==> config.mk <==
export PLATFORM = sky130hd
export DESIGN_NAME = eth_clkglue_top
export DESIGN_NICKNAME = d
export VERILOG_FILES = /design/src/rtl/eth_clkglue_pkg.sv /design/src/rtl/eth_clkglue_rstsync.sv /design/src/rtl/eth_clkglue_regs.sv /design/src/rtl/eth_clkglue_div.sv /design/src/rtl/eth_clkglue_top.sv
export SDC_FILE = /design/constraint.sdc
export NUM_CORES = 1
export LEC_CHECK = 0
export BUFFER_PORTS_ARGS = -buffer_cell sky130_fd_sc_hd__buf_2
export CAP_MARGIN = 20
export CORE_ASPECT_RATIO = 0.75
export CORE_MARGIN = 5
export CORE_UTILIZATION = 30
export DETAILED_ROUTE_END_ITERATION = 6
export PLACE_DENSITY = 0.56
export SYNTH_ARGS = -nofsm -noshare
export SYNTH_HDL_FRONTEND = slang
export SYNTH_HIERARCHICAL = 1
export SYNTH_SLANG_ARGS = --single-unit
==> constraint.sdc <==
create_clock -name clk -period 3.5 [get_ports clk]
set_input_delay 0.7 -clock clk [delete_from_list [all_inputs] [get_ports clk]]
set_output_delay 0.7 -clock clk [all_outputs]
set_load 0.01 [all_outputs]
==> src/rtl/eth_clkglue_pkg.sv <==
package eth_clkglue_pkg;
  localparam int PADDR_W = 6;
  localparam int PDATA_W = 32;

  localparam logic [PADDR_W-1:0] OFS_CKEN  = 6'h00;
  localparam logic [PADDR_W-1:0] OFS_RXDLY = 6'h04;
  localparam logic [PADDR_W-1:0] OFS_TXDLY = 6'h08;
  localparam logic [PADDR_W-1:0] OFS_DIV   = 6'h0C;
  localparam logic [PADDR_W-1:0] OFS_GTX   = 6'h18;
  localparam logic [PADDR_W-1:0] OFS_INTF  = 6'h1C;
  localparam logic [PADDR_W-1:0] OFS_TXDIR = 6'h20;

  localparam int CKEN_LSB  = 1;
  localparam int CKEN_W    = 6;
  localparam int DLY_INV   = 14;
  localparam int DLY_BYP   = 15;
  localparam int DIV_EN    = 31;
  localparam int NUM_DLY   = 2;
endpackage

==> src/rtl/eth_clkglue_rstsync.sv <==
module eth_clkglue_rstsync #(
  parameter int STAGES = 2
) (
  input  logic clk,
  input  logic rst_n,
  output logic rst_sync_n
);
  logic [STAGES-1:0] sync_q;

  always_ff @(posedge clk or negedge rst_n) begin
    if (!rst_n) sync_q <= '0;
    else        sync_q <= {sync_q[STAGES-2:0], 1'b1};
  end

  assign rst_sync_n = sync_q[STAGES-1];
endmodule

==> src/rtl/eth_clkglue_regs.sv <==
module eth_clkglue_regs
  import eth_clkglue_pkg::*;
#(
  parameter int DIV_W = 8,
  parameter int TAP_W = 5
) (
  input  logic               clk,
  input  logic               rst_n,
  input  logic               psel,
  input  logic               penable,
  input  logic               pwrite,
  input  logic [PADDR_W-1:0] paddr,
  input  logic [PDATA_W-1:0] pwdata,
  output logic [PDATA_W-1:0] prdata,
  output logic [CKEN_W-1:0]  cken,
  output logic [TAP_W-1:0]   dly_tap [NUM_DLY],
  output logic               dly_inv [NUM_DLY],
  output logic               dly_byp [NUM_DLY],
  output logic               div_en,
  output logic [DIV_W-1:0]   div_val,
  output logic               gtx_sel,
  output logic               intf_sel,
  output logic               txdir_sel,
  output logic               div_load,
  output logic               div_load_en,
  output logic [DIV_W-1:0]   div_load_val
);
  logic wr_stb;
  logic hit;

  logic [CKEN_W-1:0] cken_q, cken_d;
  logic              div_en_q, div_en_d;
  logic [DIV_W-1:0]  div_val_q, div_val_d;
  logic              gtx_q, gtx_d;
  logic              intf_q, intf_d;
  logic              txdir_q, txdir_d;
  logic [PDATA_W-1:0] dly_word [NUM_DLY];

  assign wr_stb = psel && penable && pwrite;

  always_comb begin
    case (paddr)
      OFS_CKEN, OFS_RXDLY, OFS_TXDLY, OFS_DIV,
      OFS_GTX, OFS_INTF, OFS_TXDIR: hit = 1'b1;
      default:                      hit = 1'b0;
    endcase
  end

  // single-field registers: next state
  always_comb begin
    cken_d    = cken_q;
    div_en_d  = div_en_q;
    div_val_d = div_val_q;
    gtx_d     = gtx_q;
    intf_d    = intf_q;
    txdir_d   = txdir_q;
    if (wr_stb) begin
      case (paddr)
        OFS_CKEN:  cken_d = pwdata[CKEN_LSB +: CKEN_W];
        OFS_DIV: begin
          div_en_d  = pwdata[DIV_EN];
          div_val_d = pwdata[DIV_W-1:0];
        end
        OFS_GTX:   gtx_d   = pwdata[0];
        OFS_INTF:  intf_d  = pwdata[0];
        OFS_TXDIR: txdir_d = pwdata[0];
        default: ;
      endcase
    end
  end

  always_ff @(posedge clk or negedge rst_n) begin
    if (!rst_n) begin
      cken_q    <= '0;
      div_en_q  <= 1'b0;
      div_val_q <= '0;
      gtx_q     <= 1'b0;
      intf_q    <= 1'b0;
      txdir_q   <= 1'b0;
    end else begin
      cken_q    <= cken_d;
      div_en_q  <= div_en_d;
      div_val_q <= div_val_d;
      gtx_q     <= gtx_d;
      intf_q    <= intf_d;
      txdir_q   <= txdir_d;
    end
  end

  // delay-line channels: 0 = receive, 1 = transmit
  for (genvar ch = 0; ch < NUM_DLY; ch++) begin : g_dly
    localparam logic [PADDR_W-1:0] CH_OFS = (ch == 0) ? OFS_RXDLY : OFS_TXDLY;
    logic [TAP_W-1:0] tap_q, tap_d;
    logic             inv_q, inv_d;
    logic             byp_q, byp_d;
    logic             ch_wr;

    assign ch_wr = wr_stb && (paddr == CH_OFS);

    always_comb begin
      tap_d = tap_q;
      inv_d = inv_q;
      byp_d = byp_q;
      if (ch_wr) begin
        tap_d = pwdata[TAP_W-1:0];
        inv_d = pwdata[DLY_INV];
        byp_d = pwdata[DLY_BYP];
      end
    end

    always_ff @(posedge clk or negedge rst_n) begin
      if (!rst_n) begin
        tap_q <= '0;
        inv_q <= 1'b0;
        byp_q <= 1'b0;
      end else begin
        tap_q <= tap_d;
        inv_q <= inv_d;
        byp_q <= byp_d;
      end
    end

    always_comb begin
      dly_word[ch]             = '0;
      dly_word[ch][TAP_W-1:0]  = tap_q;
      dly_word[ch][DLY_INV]    = inv_q;
      dly_word[ch][DLY_BYP]    = byp_q;
    end

    assign dly_tap[ch] = tap_q;
    assign dly_inv[ch] = inv_q;
    assign dly_byp[ch] = byp_q;
  end

  always_comb begin
    prdata = '0;
    case (paddr)
      OFS_CKEN:  prdata[CKEN_LSB +: CKEN_W] = cken_q;
      OFS_RXDLY: prdata = dly_word[0];
      OFS_TXDLY: prdata = dly_word[1];
      OFS_DIV: begin
        prdata[DIV_W-1:0] = div_val_q;
        prdata[DIV_EN]    = div_en_q;
      end
      OFS_GTX:   prdata[0] = gtx_q;
      OFS_INTF:  prdata[0] = intf_q;
      OFS_TXDIR: prdata[0] = txdir_q;
      default: ;
    endcase
  end

  assign cken         = cken_q;
  assign div_en       = div_en_q;
  assign div_val      = div_val_q;
  assign gtx_sel      = gtx_q;
  assign intf_sel     = intf_q;
  assign txdir_sel    = txdir_q;
  assign div_load     = wr_stb && (paddr == OFS_DIV);
  assign div_load_en  = pwdata[DIV_EN];
  assign div_load_val = pwdata[DIV_W-1:0];

  logic [PDATA_W*2+CKEN_W+DIV_W+3:0] state_vec;
  assign state_vec = {dly_word[0], dly_word[1], cken_q, div_en_q, div_val_q,
                      gtx_q, intf_q, txdir_q};


  unmapped_ignore_chk: assert property (@(posedge clk) disable iff (!rst_n)
    (wr_stb && !hit) |=> $stable(state_vec));
endmodule

==> src/rtl/eth_clkglue_div.sv <==
module eth_clkglue_div #(
  parameter int DIV_W = 8
) (
  input  logic             clk,
  input  logic             rst_n,
  input  logic             load,
  input  logic             load_en,
  input  logic [DIV_W-1:0] load_val,
  output logic             div_clk,
  output logic             div_tick
);
  logic             run_q, run_d;
  logic [DIV_W-1:0] val_q, val_d;
  logic [DIV_W-1:0] cnt_q, cnt_d;
  logic [DIV_W-1:0] eff;
  logic [DIV_W-1:0] last;
  logic [DIV_W:0]   hi_len;

  assign eff    = (val_q < DIV_W'(2)) ? DIV_W'(1) : val_q;
  assign last   = eff - DIV_W'(1);
  assign hi_len = ({1'b0, eff} + (DIV_W+1)'(1)) >> 1;

  always_comb begin
    run_d = run_q;
    val_d = val_q;
    cnt_d = cnt_q;
    if (load) begin
      run_d = load_en;
      val_d = load_val;
      cnt_d = '0;
    end else if (run_q) begin
      cnt_d = (cnt_q == last) ? '0 : cnt_q + DIV_W'(1);
    end else begin
      cnt_d = '0;
    end
  end

  always_ff @(posedge clk or negedge rst_n) begin
    if (!rst_n) begin
      run_q <= 1'b0;
      val_q <= '0;
      cnt_q <= '0;
    end else begin
      run_q <= run_d;
      val_q <= val_d;
      cnt_q <= cnt_d;
    end
  end

  assign div_clk  = run_q && ({1'b0, cnt_q} < hi_len);
  assign div_tick = run_q && (cnt_q == '0);


  tick_phase_chk: assert property (@(posedge clk) disable iff (!rst_n)
    div_tick |-> div_clk);
endmodule

==> src/rtl/eth_clkglue_top.sv <==
module eth_clkglue_top
  import eth_clkglue_pkg::*;
#(
  parameter int DIV_W = 8,
  parameter int TAP_W = 5
) (
  input  logic               clk,
  input  logic               rst_n,
  input  logic               psel,
  input  logic               penable,
  input  logic               pwrite,
  input  logic [PADDR_W-1:0] paddr,
  input  logic [PDATA_W-1:0] pwdata,
  output logic [PDATA_W-1:0] prdata,
  output logic               pready,
  output logic               pslverr,
  output logic               tx_clk_en,
  output logic               tx_clk_inv_en,
  output logic               tx_clk_out_en,
  output logic               rx_clk_en,
  output logic               rx_clk_inv_en,
  output logic               phy_ref_clk_en,
  output logic [TAP_W-1:0]   rx_dly_tap,
  output logic               rx_dly_inv,
  output logic               rx_dly_bypass,
  output logic [TAP_W-1:0]   tx_dly_tap,
  output logic               tx_dly_inv,
  output logic               tx_dly_bypass,
  output logic               gtx_sel_pll,
  output logic               intf_rgmii,
  output logic               txclk_pin_input,
  output logic               div_clk,
  output logic               div_tick
);
  logic              rst_sync_n;
  logic [CKEN_W-1:0] cken;
  logic [TAP_W-1:0]  dly_tap [NUM_DLY];
  logic              dly_inv [NUM_DLY];
  logic              dly_byp [NUM_DLY];
  logic              div_en;
  logic [DIV_W-1:0]  div_val;
  logic              div_load, div_load_en;
  logic [DIV_W-1:0]  div_load_val;

  eth_clkglue_rstsync #(.STAGES(2)) u_rst (
    .clk        (clk),
    .rst_n      (rst_n),
    .rst_sync_n (rst_sync_n)
  );

  eth_clkglue_regs #(.DIV_W(DIV_W), .TAP_W(TAP_W)) u_regs (
    .clk          (clk),
    .rst_n        (rst_sync_n),
    .psel         (psel),
    .penable      (penable),
    .pwrite       (pwrite),
    .paddr        (paddr),
    .pwdata       (pwdata),
    .prdata       (prdata),
    .cken         (cken),
    .dly_tap      (dly_tap),
    .dly_inv      (dly_inv),
    .dly_byp      (dly_byp),
    .div_en       (div_en),
    .div_val      (div_val),
    .gtx_sel      (gtx_sel_pll),
    .intf_sel     (intf_rgmii),
    .txdir_sel    (txclk_pin_input),
    .div_load     (div_load),
    .div_load_en  (div_load_en),
    .div_load_val (div_load_val)
  );

  eth_clkglue_div #(.DIV_W(DIV_W)) u_div (
    .clk      (clk),
    .rst_n    (rst_sync_n),
    .load     (div_load),
    .load_en  (div_load_en),
    .load_val (div_load_val),
    .div_clk  (div_clk),
    .div_tick (div_tick)
  );

  assign pready  = 1'b1;
  assign pslverr = 1'b0;

  assign tx_clk_en      = cken[0];
  assign tx_clk_inv_en  = cken[1];
  assign tx_clk_out_en  = cken[2];
  assign rx_clk_en      = cken[3];
  assign rx_clk_inv_en  = cken[4];
  assign phy_ref_clk_en = cken[5];

  assign rx_dly_tap    = dly_tap[0];
  assign rx_dly_inv    = dly_inv[0];
  assign rx_dly_bypass = dly_byp[0];
  assign tx_dly_tap    = dly_tap[1];
  assign tx_dly_inv    = dly_inv[1];
  assign tx_dly_bypass = dly_byp[1];

  // high-phase length monitor for the runt check
  logic [DIV_W-1:0] chk_eff;
  logic [DIV_W:0]   chk_hi_exp;
  logic [DIV_W:0]   hi_run_q;

  assign chk_eff    = (div_val < DIV_W'(2)) ? DIV_W'(1) : div_val;
  assign chk_hi_exp = ({1'b0, chk_eff} + (DIV_W+1)'(1)) >> 1;

  always_ff @(posedge clk or negedge rst_sync_n) begin
    if (!rst_sync_n)   hi_run_q <= '0;
    else if (div_load) hi_run_q <= '0;
    else if (div_clk)  hi_run_q <= hi_run_q + (DIV_W+1)'(1);
    else               hi_run_q <= '0;
  end


  idle_chk: assert property (@(posedge clk) disable iff (!rst_sync_n)
    !div_en |-> (!div_clk && !div_tick));


  no_runt_chk: assert property (@(posedge clk) disable iff (!rst_sync_n)
    (!div_load && !div_clk && (hi_run_q != '0)) |-> (hi_run_q == chk_hi_exp));
endmodule

Word level (Yosys, flattened, before mapping) --
Index checks and enable logic that the tools add are counted.
Storage, ports and cells: input port bits 43, register bits 51, logic and storage cells 51
Operators by class: reductions and logical operators 14, equality and inequality tests 7, multiplexer cells 9, $add $sub $neg 3, $lt $le $gt $ge 2
Operator list (number):
- two-way mux 8 bit | 4
- case mux 6 bit (4 select lines) | 1
- case mux 8 bit (2 select lines) | 1
- equality test 6 x 4 -> 1 bit, second input constant | 2
- equality test 6 x 5 -> 1 bit, second input constant | 2
- AND reduction 2 bit | 5
- adder 8 x 1 -> 9 bit, second input constant | 1
- adder 8 x 1 -> 8 bit, second input constant | 1
- equality test 8 bit | 1
- zero test 8 bit | 1
- less-than comparator 8 x 2 -> 1 bit, second input constant | 1
- less-than comparator 8 bit | 1
- subtractor 8 x 1 -> 8 bit, second input constant | 1
- logical AND 1 bit | 7
- equality test 6 x 3 -> 1 bit, second input constant | 1
- equality test 6 bit, second input constant | 1
- zero test 6 bit | 1
- case mux 1 bit (6 select lines) | 1
- two-way mux 1 bit | 2

Depth between registers and ports, before layout --
depth in word-level cells 7, mapped depth 11, mapped depth without buffers 10

Modules after synthesis --
Netlist, hierarchy kept.
By module, submodules not included:
- eth_clkglue_regs | area each 1806.7 µm², sequential area each 800.8 µm², instances 1, cells each 148
- eth_clkglue_div | area each 1351.3 µm², sequential area each 425.4 µm², instances 1, cells each 134
- eth_clkglue_rstsync | area each 53.8 µm², sequential area each 50.0 µm², instances 1, cells each 3
- eth_clkglue_top | area each 22.5 µm², sequential area each 0.0 µm², instances 1, cells each 4

Least setup slack after synthesis --
Ideal clock, no wire load.
path kind reg-to-output, start point register u_div.val_q[4], end point output div_clk, arrival time 2775 ps, slack 25 ps, data required time 2800 ps, cell stages (with the launch flop) 11, cell sequence dfrtp_1 > buf_6 > or4_4 > o41ai_4 > ha_1 > and3_1 > or3b_2 > ha_1 > inv_1 > o21ai_0 > nand2_1
On the way: cells in the longest elaborated chain, start to end 5
Ends and longest elaborated chain:
- start, declared | line eth_clkglue_div.sv:13 | logic [DIV_W-1:0] val_q, val_d;
- start signal, assigned | line eth_clkglue_div.sv:45 | val_q <= val_d;
- less-than comparator 8 x 2 -> 1 bit | line eth_clkglue_div.sv:19 | assign eff = (val_q < DIV_W'(2)) ? DIV_W'(1) : val_q;
- two-way mux 8 bit (*) | line eth_clkglue_div.sv:19
- adder 8 x 1 -> 9 bit (*) | line eth_clkglue_div.sv:21 | assign hi_len = ({1'b0, eff} + (DIV_W+1)'(1)) >> 1;
- less-than comparator 8 bit (*) | line eth_clkglue_div.sv:50 | assign div_clk = run_q && ({1'b0, cnt_q} < hi_len);
- logical AND 1 bit (*) | line eth_clkglue_div.sv:50
- end, declared | line eth_clkglue_top.sv:32 | output logic div_clk,
Mark *: on every way between the ends. The rest lies on a longest branch, timed or not.

Final worst setup path --
start point register u_div.val_q[2], end point output div_clk
Same word-level chain as after synthesis.

==> key figures <==
Outcome
  – Status: complete, but fails checks
  – Failing checks: negative setup slack

Power
  – Lkg Pwr: 1.84 nW
  – Worst VDD drop: 0.000189 V
  – Pwr/cell area: 361 nW/um^2
  – Total Power: 1.33 mW

Placed design
  – Final GP Congestion: 0.824
  – Inst Count DP: 464
  – DP Wirelength: 5.71 mm
  – I/O Buffers: 57

Global routing
  – Via count of the first global-routing pass: 2196
  – First-pass GRT wire length: 11.6 mm
  – Initial antenna violation count: 0
  – GRT overflow: 0
  – Pin count of the biggest net entering global routing: 28
  – GRT Total Usage: 11.4%

Synth
  – Synthesized area: 3230 um^2
  – Sequential area share after synthesis: 39.5%
  – EDFF count, synth: 0
  – Asr flop ratio synth: 100%
  – Avg Inst Size Synth: 11.2 um^2
  – YS warnings: 6
  – Top FF cell, synth: dfrtp_1
  – Synth unique cells: 46
  – Mapped Cells: 289
  – Flops & latches, synth: 51

STA
  – Hold WS: 0.176 ns
  – Max-slew violation count: 0
  – Clk_skew: 0.00684 ns
  – RSZ-0062 raised after global routing: yes
  – Min Clock Period, post-route: 3.75 ns
  – Slew headroom: 59.4%
  – Worst slew pin tran: 0.609 ns
  – Final Setup Violations: 1
  – Fmax: 267 MHz
  – Crit share post-route: 107%
  – Worst setup margin: -0.248 ns
  – Final count of hold timing violations: 0

Clock tree
  – # hold bufs at CTS: 0
  – Root Buffer Master: clkbuf_16
  – TritonCTS clock tree: done
  – Clock Tree Buf Depth: 2
  – CTS buffer count: 5
  – Clk Latency, worst-skew pair: 0.29 ns
  – Clk sinks: 51
  – Reg clk slew, reported paths: 0.07 ns
  – Htree depth: 2

Finish
  – Final net count: 392
  – Register area: 1280 um^2
  – Inserted Diodes: 0
  – Footprint of the multi-input gates: 1630 um^2
  – Filler Cells Inserted: 1053
  – Layout cell share with drive strength beyond 1: 41.0%
  – Final non-filler cell total: 475
  – Layout area overhead: 13.8%

Worst setup path
  – Reg2reg end: u_div/cnt_q[5]
  – Setup CP Type: reg -> out
  – Critical Path End Type: primary output
  – Required @ worst endpoint: 2.80 ns
  – Worst path arrival time: 3.05 ns
  – Worst Reg-to-Reg Cells: 12
  – Worst setup SP type: flop
  – FF-to-FF Start: u_div/val_q[2]
  – Critical path fanouts, max: 2
  – Reg2reg setup slack: 0.24 ns

Detailed routing
  – Vias: 2234
  – Post-route DRC: 0
  – Starting DRC count in detailed routing: 102
  – WL/cell: 15.6 um
  – Post-DR vias/cell: 4.70
  – ANT nets after route: 0
  – TritonRoute pass-1 iters: 4
  – Drt total wl: 7.41 mm

Floorplanning
  – Core area: 10400 um^2
  – FP Rows: 32
  – Initial Util: 31.1%
  – Die extent in x: 130 um
  – I/O Pins: 102
  – Die height: 99.9 um
  – DIE AREA: 13000 um^2

Job
  – Max-cap violation count: 0

Min path
  – Min-Delay Path Class: in -> async
per-layer routing:
layer | up-vias | GRT usage (%) | wire [um]
li1 | 1053 | - | -
met1 | 1098 | 16.7 | 3650
met2 | 76 | 16.4 | 3210
met3 | 7 | 2.87 | 446
met4 | 0 | 3.51 | 111
met5 | - | 0 | 0
cells in the mapped netlist (all sizes together) (2+ instances only):
library cell,instances,area (um^2)
a21o,2,15.0
a22oi,6,45.0
and2,5,31.3
and3,10,62.6
buf,42,318
clkbuf,7,56.3
conb,4,15.0
dfrtp,51,1280
ha,11,138
inv,8,30.0
mux2,38,428
mux4,4,90.1
nand2,8,30.0
nand2b,2,12.5
nand3,12,60.1
nand4,2,12.5
nor2,13,48.8
nor2b,4,25.0
nor3,10,61.3
nor4,4,40.0
o211ai,2,15.0
o21ai,6,33.8
or2,2,12.5
or3,2,13.8
or4,3,30.0
xnor2,12,105
xor2,8,70.1
final cells by class:
cell class,count,area share (%)
inverter,8,0.816
multi-input combinational,200,44.3
timing repair buffer,72,11.4
sequential,51,34.7
clock buffer,5,3.40
tap,136,4.62
clock inverter,3,0.748
timing repair:
item,CTS,global route
endpoints found under the setup margin,1,2
pin swaps,0,9
setup buffers,0,3
resized for setup,0,10
endpoints found under the hold margin,0,0
flip-flops by register name, indices dropped and copies added, names as in the netlist, 2 cells and up:
register / cells
u_rst/sync_q: 2
u_regs/g_dly.byp_q: 2
u_div/cnt_q: 8
u_div/val_q: 8
u_regs/g_dly.inv_q: 2
u_regs/g_dly.tap_q: 10
u_regs/div_val: 8
u_regs/cken: 6
stage by stage:
stage / TNS, ns / utilization, % / worst slack, ns / area (um^2)
after CTS: -0.284 / 34.7 / -0.284 / 3610
after global placement: 0 / 33.3 / 0.0263 / 3460
after global routing: -0.393 / 35.3 / -0.393 / 3680
after floorplan: 0 / - / 0.0253 / 3310
final: -0.248 / 35.3 / -0.248 / 3680
after detailed placement: 0 / 33.3 / 0.0469 / 3460
report_power, final:
group          total [mW]  switching (mW)  internal (mW)
sequential          0.641          0.0261          0.614
combinational       0.186           0.101         0.0858
clock               0.502           0.231          0.271
total                1.33           0.357          0.972
logic make-up (layout without fill, tap and decap cells):
family	Yosys count	after routing	share of synthesized area [%]
AO/OA/AOI/OAI	21	21	5.30
XOR/XNOR	21	21	6.23
adder cells (fa/ha/maj)	11	11	4.26
buffers and inverters	58	88	13.5
flip-flops	51	51	39.5
multiplexers	43	43	16.3
other	4	24	0.464
AND/OR/NAND/NOR	80	80	14.5
cell usage in the layout, fill, tap and decap left out, types with 2 or more instances in the layout:
master / count
buf_2: 56
dfrtp_1: 50
mux2_2: 38
conb_1: 24
buf_4: 13
nor2_1: 13
xnor2_1: 12
nand3_1: 11
and3_1: 9
nor3_1: 9
ha_1: 9
inv_1: 8
xor2_1: 8
nand2_1: 8
a22oi_1: 6
clkbuf_16: 5
and2_1: 5
nor2b_1: 4
mux4_2: 4
nor4_1: 3
o21ai_0: 3
buf_6: 2
or4_4: 2
o211ai_1: 2
nand2b_1: 2
a21o_1: 2
o21ai_1: 2
or2_2: 2
nand4_1: 2
worst max-delay path by stage:
stage / cells after the start / endpoint / slack (ns) / start
after floorplan: 10 / div_clk / 0.03 / u_div/val_q[4]
after global placement: 10 / div_clk / 0.03 / u_div/val_q[4]
after detailed placement: 10 / div_clk / 0.05 / u_div/val_q[4]
after CTS: 10 / div_clk / -0.28 / u_div/val_q[4]
after global routing: 12 / div_clk / -0.39 / u_div/val_q[2]
final: 12 / div_clk / -0.25 / u_div/val_q[2]
worst max-delay path: stages, from the launching register on:
cell	delay, ns
dfrtp_1	0.38
or4_4	0.56
o41ai_4	0.34
ha_2	0.26
and3_4	0.19
buf_6	0.10
nand3_2	0.07
xor2_1	0.15
ha_1	0.26
o21ai_1	0.06
o211ai_1	0.17
nand2_1	0.09
buf_6	0.13
No activity file was read; power rests on OpenSTA's default activity.
